<file path="config.mk">
export PLATFORM = sky130hd
export DESIGN_NAME = dlyc_if
export DESIGN_NICKNAME = d
export VERILOG_FILES = /design/src/rtl/dlyc_pkg.sv /design/src/rtl/dlyc_sync.sv /design/src/rtl/dlyc_ctrl.sv /design/src/rtl/dlyc_if.sv
export SDC_FILE = /design/constraint.sdc
export NUM_CORES = 1
export LEC_CHECK = 0
export ABC_CLOCK_PERIOD_IN_PS = 1830
export BUFFER_PORTS_ARGS = -buffer_cell sky130_fd_sc_hd__buf_4
export CAP_MARGIN = 0
export CORE_MARGIN = 3
export CORE_UTILIZATION = 30
export CTS_CLUSTER_SIZE = 25
export DETAILED_ROUTE_END_ITERATION = 6
export GPL_TIMING_DRIVEN = 0
export MAX_ROUTING_LAYER = met4
export RECOVER_POWER = 100
export SLEW_MARGIN = 40
export SYNTH_ARGS = -nofsm -noshare
export SYNTH_HDL_FRONTEND = slang
export SYNTH_SLANG_ARGS = --single-unit
export TNS_END_PERCENT = 1
</file>
<file path="constraint.sdc">
create_clock -name clk -period 1.83 [get_ports clk]
set_input_delay 0.4575 -clock clk [delete_from_list [all_inputs] [get_ports clk]]
set_output_delay 0.4575 -clock clk [all_outputs]
set_load 0.1 [all_outputs]
</file>
<file path="src/rtl/dlyc_pkg.sv">
`timescale 1ns/1ps
package dlyc_pkg;
    // Loading-control states
    typedef enum logic [1:0] {
        ST_IDLE = 2'd0,   // enable low, nothing loads
        ST_PAR  = 2'd1,   // parallel pins drive the code
        ST_SER  = 2'd2    // serial shifting, output driven
    } ctl_state_e;
endpackage

</file>
<file path="src/rtl/dlyc_sync.sv">
`timescale 1ns/1ps
module dlyc_sync #(
    parameter int W      = 1,
    parameter int STAGES = 2
) (
    input  logic         clk,
    input  logic         rst_n,
    input  logic [W-1:0] d,
    output logic [W-1:0] q
);
    logic [STAGES-1:0][W-1:0] stg_q;

    generate
        if (STAGES == 1) begin : g_single
            always_ff @(posedge clk or negedge rst_n) begin
                if (!rst_n) stg_q <= '0;
                else        stg_q <= d;
            end
        end else begin : g_chain
            always_ff @(posedge clk or negedge rst_n) begin
                if (!rst_n) stg_q <= '0;
                else        stg_q <= {stg_q[STAGES-2:0], d};
            end
        end
    endgenerate

    assign q = stg_q[STAGES-1];
endmodule

</file>
<file path="src/rtl/dlyc_ctrl.sv">
`timescale 1ns/1ps
module dlyc_ctrl
    import dlyc_pkg::*;
#(
    parameter int CODE_W = 8
) (
    input  logic              clk,
    input  logic              rst_n,
    input  logic              mode_s,
    input  logic              en_s,
    input  logic              sclk_s,
    input  logic              sdi_s,
    input  logic [CODE_W-1:0] par_s,
    output logic              ld_en,
    output logic [CODE_W-1:0] ld_val,
    output logic              sdo,
    output logic              sdo_oe
);
    ctl_state_e        state_q, state_d;
    logic              sclk_d;
    logic              sclk_rise;
    logic              shift_en;
    logic [CODE_W-1:0] sr_q;

    assign sclk_rise = sclk_s & ~sclk_d;

    // State register
    always_ff @(posedge clk or negedge rst_n) begin
        if (!rst_n) state_q <= ST_IDLE;
        else        state_q <= state_d;
    end

    // Transitions
    always_comb begin
        state_d = state_q;
        unique case (state_q)
            ST_IDLE: if (en_s)  state_d = mode_s ? ST_PAR : ST_SER;
            ST_PAR:  if (!en_s) state_d = ST_IDLE;
            ST_SER:  if (!en_s) state_d = ST_IDLE;
            default:            state_d = ST_IDLE;
        endcase
    end

    // Outputs per state
    always_comb begin
        ld_en    = 1'b0;
        ld_val   = par_s;
        sdo_oe   = 1'b0;
        shift_en = 1'b0;
        unique case (state_q)
            ST_IDLE: ;
            ST_PAR: begin
                ld_en  = 1'b1;      // follow; last value kept at fall
                ld_val = par_s;
            end
            ST_SER: begin
                sdo_oe   = 1'b1;
                shift_en = en_s & sclk_rise;
                if (!en_s) begin
                    ld_en  = 1'b1;  // commit on enable fall
                    ld_val = sr_q;
                end
            end
            default: ;
        endcase
    end

    // Shift register and clock-edge history
    always_ff @(posedge clk or negedge rst_n) begin
        if (!rst_n) begin
            sclk_d <= 1'b0;
            sr_q   <= '0;
        end else begin
            sclk_d <= sclk_s;
            if (shift_en) sr_q <= {sr_q[CODE_W-2:0], sdi_s};
        end
    end

    assign sdo = sr_q[CODE_W-1];

    // a granted shift moves the register up by one and inserts the serial bit
    p_shift_r4: assert property (@(posedge clk) disable iff (!rst_n)
        $past(shift_en) |-> sr_q == {$past(sr_q[CODE_W-2:0]), $past(sdi_s)});

    // the register only changes after a cycle spent shifting
    p_sr_hold_r8: assert property (@(posedge clk) disable iff (!rst_n)
        !$stable(sr_q) |-> $past(state_q == ST_SER));

    // parallel mode never switches straight to serial shifting
    p_mode_lock_r9: assert property (@(posedge clk) disable iff (!rst_n)
        state_q == ST_PAR |=> state_q != ST_SER);
endmodule

</file>
<file path="src/rtl/dlyc_if.sv">
`timescale 1ns/1ps
module dlyc_if #(
    parameter int CODE_W      = 8,
    parameter int SYNC_STAGES = 2
) (
    input  logic              clk,
    input  logic              rst_n,
    input  logic              mode_i,
    input  logic              en_i,
    input  logic              sclk_i,
    input  logic              sdi_i,
    input  logic [CODE_W-1:0] par_i,
    output logic [CODE_W-1:0] code_o,
    output logic              upd_o,
    output logic              sdo_o,
    output logic              sdo_oe_o
);
    localparam int SYNC_W = CODE_W + 4;

    logic [SYNC_W-1:0] pins_s;
    logic              ld_en;
    logic [CODE_W-1:0] ld_val;
    logic [CODE_W-1:0] code_q;
    logic              upd_q;

    dlyc_sync #(.W(SYNC_W), .STAGES(SYNC_STAGES)) u_sync (
        .clk   (clk),
        .rst_n (rst_n),
        .d     ({mode_i, en_i, sclk_i, sdi_i, par_i}),
        .q     (pins_s)
    );

    dlyc_ctrl #(.CODE_W(CODE_W)) u_ctrl (
        .clk    (clk),
        .rst_n  (rst_n),
        .mode_s (pins_s[CODE_W+3]),
        .en_s   (pins_s[CODE_W+2]),
        .sclk_s (pins_s[CODE_W+1]),
        .sdi_s  (pins_s[CODE_W]),
        .par_s  (pins_s[CODE_W-1:0]),
        .ld_en  (ld_en),
        .ld_val (ld_val),
        .sdo    (sdo_o),
        .sdo_oe (sdo_oe_o)
    );

    // Active code and change strobe
    always_ff @(posedge clk or negedge rst_n) begin
        if (!rst_n) begin
            code_q <= '0;
            upd_q  <= 1'b0;
        end else begin
            upd_q <= ld_en && (ld_val != code_q);
            if (ld_en) code_q <= ld_val;
        end
    end

    assign code_o = code_q;
    assign upd_o  = upd_q;

    // a strobe always coincides with a new code value
    p_upd_change_r10: assert property (@(posedge clk) disable iff (!rst_n)
        upd_o |-> code_o != $past(code_o));

    // no strobe means the code held
    p_upd_quiet_r10: assert property (@(posedge clk) disable iff (!rst_n)
        !upd_o |-> $stable(code_o));

    // the code moves only when the controller asked for a load
    p_code_src_r5: assert property (@(posedge clk) disable iff (!rst_n)
        !$stable(code_q) |-> $past(ld_en));
endmodule

</file>
==> flow_summary.yaml <==
outcome:
  status: "complete, no violations"
floorplanning:
  io_pins: 25
  die-height_um: 81.2
  rows: 26
  start_util: 0.320
  die_w_um: 81.2
  dieArea_sq_um: 6590
  core_sq_um: 5300
synthesis:
  async_flop_share: 1.00
  syn_nets: 141
  yosysTopAreaCell: "dfrtp_1"
  synth_top_family_by_area: "compound AO/OA/AOI/OAI gates"
  synth_compound_area_frac: 0.0996
  syn_avg_cell_area_sq_um: 13.7
  synthMuxAreaShare: 0.0811
  synth_area_leaders: "dfrtp_1, mux2i_1, xor2_1"
  synthesis.area_sq_um: 1700
  yosys.area_share.simple: 0.0627
  yosysWarnings: 0
  synth-adder-area-share: 0.0221
  synth_edf_count: 0
  yosys-top-cells-count: "dfrtp_1, nand2_1, inv_1, o21ai_0, xor2_1"
  synth.most_common_cell: "dfrtp_1"
  synthXorXnorAreaFrac: 0.0568
  ys.flop_type: "dfrtp_1"
  synth_cells: 124
  ys_types: 26
  ys_ff_latch: 44
  synth_seq_area_share: 0.649
  synth.top_cell.area_share: 0.649
cts:
  cts.reportedPaths.clkPinSlew_ns: 0.08
  htree_levels: 2
  clock_latency_ns: 0.30
  numCtsBuffers: 5
  cts_max_path_buffers: 2
  cts.sink_count: 44
  post-cts-setup-buffer-count: 0
  cts_tree: "yes"
  cts-root-buf: "clkbuf_8"
detailed_routing:
  ant_nets: 0
  remaining_drc_errors: 0
  post_drt_wl_per_cell_um: 13.2
  initialDrtViolationCount: 79
  wl_mm: 2.99
  vias: 1008
  dr.pass1.iters: 4
  drt-vias-per-instance: 4.46
place:
  numPortBuffers: 24
  place_area_sq_um: 1990
  dp_hpwl_mm: 2.15
  gp_congestion: 0.775
timing:
  finalMaxSlewViolations: 0
  fin_crit_sh: 0.937
  fmax_ghz: 0.583
  hold_viol: 0
  slew_headroom: 0.302
  tightest_slew_ns: 1.05
  finClkSkew_ns: 0.00852
  finalSetupViolations: 0
  setup_tns_ns: 0
  min_period_ns: 1.71
  rsz0062_at_grt: "yes"
worst_setup_path:
  cp_num_buf_inv: 2
  end_kind: "output pin"
  cp_data_arrival_time_ns: 1.26
  cpPeakStageDelay_ns: 0.42
  cp_cell_sequence: "inv_1 -> ha_4 -> buf_6"
  start_kind: "flip-flop"
  required_ns: 1.37
  critPathSlowestCell: "dfrtp_1"
  worstSetupPathType: "reg2out"
  cp_max_fo: 4
  cpLargestDelayFamily: "flip-flops"
cells_and_area:
  ff_latch_area_sq_um: 1110
  fillers: 516
  nets: 172
  multi_input_area_sq_um: 566
  diodes: 0
  final_cell_area_sq_um: 2090
  layout-drive-gt1-share: 0.359
  area_delta_synth_final_pct: 23.5
power:
  power_density_nw_per_um2: 1660
  p_sw_mw: 1.52
  power.share.combinational: 0.395
  p_int_mw: 1.96
  p_leak_nw: 1.01
  ir_drop_uv: 857
  switching_share: 0.437
  p_clk_frac: 0.230
  seq_power_share: 0.375
flow_run:
  drv_cap: 0
global_route:
  grt_pass1_vias: 1100
  overflow: 0
  track_usage: 0.111
  antenna_found_initial: 0
  grt_pass1_wl_mm: 5.26
  grt_max_degree: 45
min_path:
  hp-class: "in2reg"
[stage by stage]
step	cells	setup slack [ns]	total power [mW]	util	hold WS (ns)
after floorplan	124	0.0310	2.41	-	0.162
after CTS	226	0.0309	3.55	0.398	0.153
after global placement	218	0.194	2.70	0.374	0.333
after detailed placement	218	0.164	2.75	0.374	0.336
final	226	0.115	3.47	0.395	0.282
after global routing	226	-0.0126	3.67	0.395	0.259
[metal layers]
layer,vias to the layer above,global-route usage,share of wire,wire [um]
met5,-,-,0,0
met4,0,0.0507,0.011,33
met2,20,0.171,0.51,1520
li1,481,-,-,-
met3,4,0.0355,0.044,131
met1,503,0.133,0.44,1300
[layout make-up]
type	instances	share of cell area
Buffer	2	0.00896
Clock buffer	7	0.0460
Clock inverter	1	0.0143
Inverter	8	0.0143
Multi-Input combinational cell	70	0.270
Sequential cell	44	0.530
Tap cell	70	0.0418
Timing Repair Buffer	24	0.0747
[logic make-up after synthesis]
logic type,count (synthesis)
fa+ha+maj,3
xor+xnor,11
mux,13
buf+inv,10
compound gates,23
simple gates,20
flops,44
[power groups by stage]
stage          Combinational [mW]  Clock [mW]  Sequential, mW
4_1_cts                      1.43       0.824            1.30
5_1_grt                      1.47       0.872            1.33
3_3_place_gp                 1.39           0            1.31
3_5_place_dp                 1.42           0            1.32
2_1_floorplan               0.513           0            1.90
6_report                     1.37       0.800            1.30
[placed cells by master, fill, tap and decap left out]
cell	count
dfrtp_1	37
nand2_1	12
clkbuf_4	12
clkbuf_2	11
inv_1	8
xor2_1	8
o21ai_0	8
mux2i_1	7
clkbuf_8	7
dfrtp_2	7
mux2_2	6
o21ai_1	4
a21oi_2	3
xnor2_1	3
buf_6	2
nor2_1	2
o221ai_1	2
ha_1	2
nand2b_4	1
a221oi_1	1
nor4_1	1
a31oi_1	1
a221oi_2	1
or4_4	1
o41ai_2	1
o21ai_4	1
buf_4	1
nand4b_1	1
nor2b_1	1
a22o_1	1
nand3b_1	1
ha_4	1
bufinv_16	1
[timing repair]
item,4_1_cts,5_1_grt
setup endpoints to repair,0,5
hold buffers,0,0
gates resized for setup,0,2
[sequential cells by signal, indices dropped and copies added, names as in the netlist]
| signal | flops |
|---|---|
| u_ctrl.state_q | 2 |
| u_sync.q | 12 |
| code_o | 8 |
| u_ctrl.sr_q | 8 |
| u_sync.stg_q | 12 |
| upd_o | 1 |
| u_ctrl.sclk_d | 1 |
[worst paths after layout]
| kind | start | endpoint | slack, ns | cells after the start |
|---|---|---|---|---|
| min in group asynchronous | rst_n | u_sync.q[1] | 0.34 | 1 |
| max in group asynchronous | rst_n | code_o[5] | 0.78 | 1 |
| max reg2reg | u_ctrl.state_q[0] | u_ctrl.sr_q[1] | 0.17 | 4 |
| max | u_ctrl.state_q[0] | sdo_oe_o | 0.12 | 3 |
| min | mode_i | u_sync.stg_q[11] | 0.28 | 1 |
| min reg2reg | u_sync.stg_q[5] | u_sync.q[5] | 0.35 | 0 |
Power figures use the tool's default switching activity.
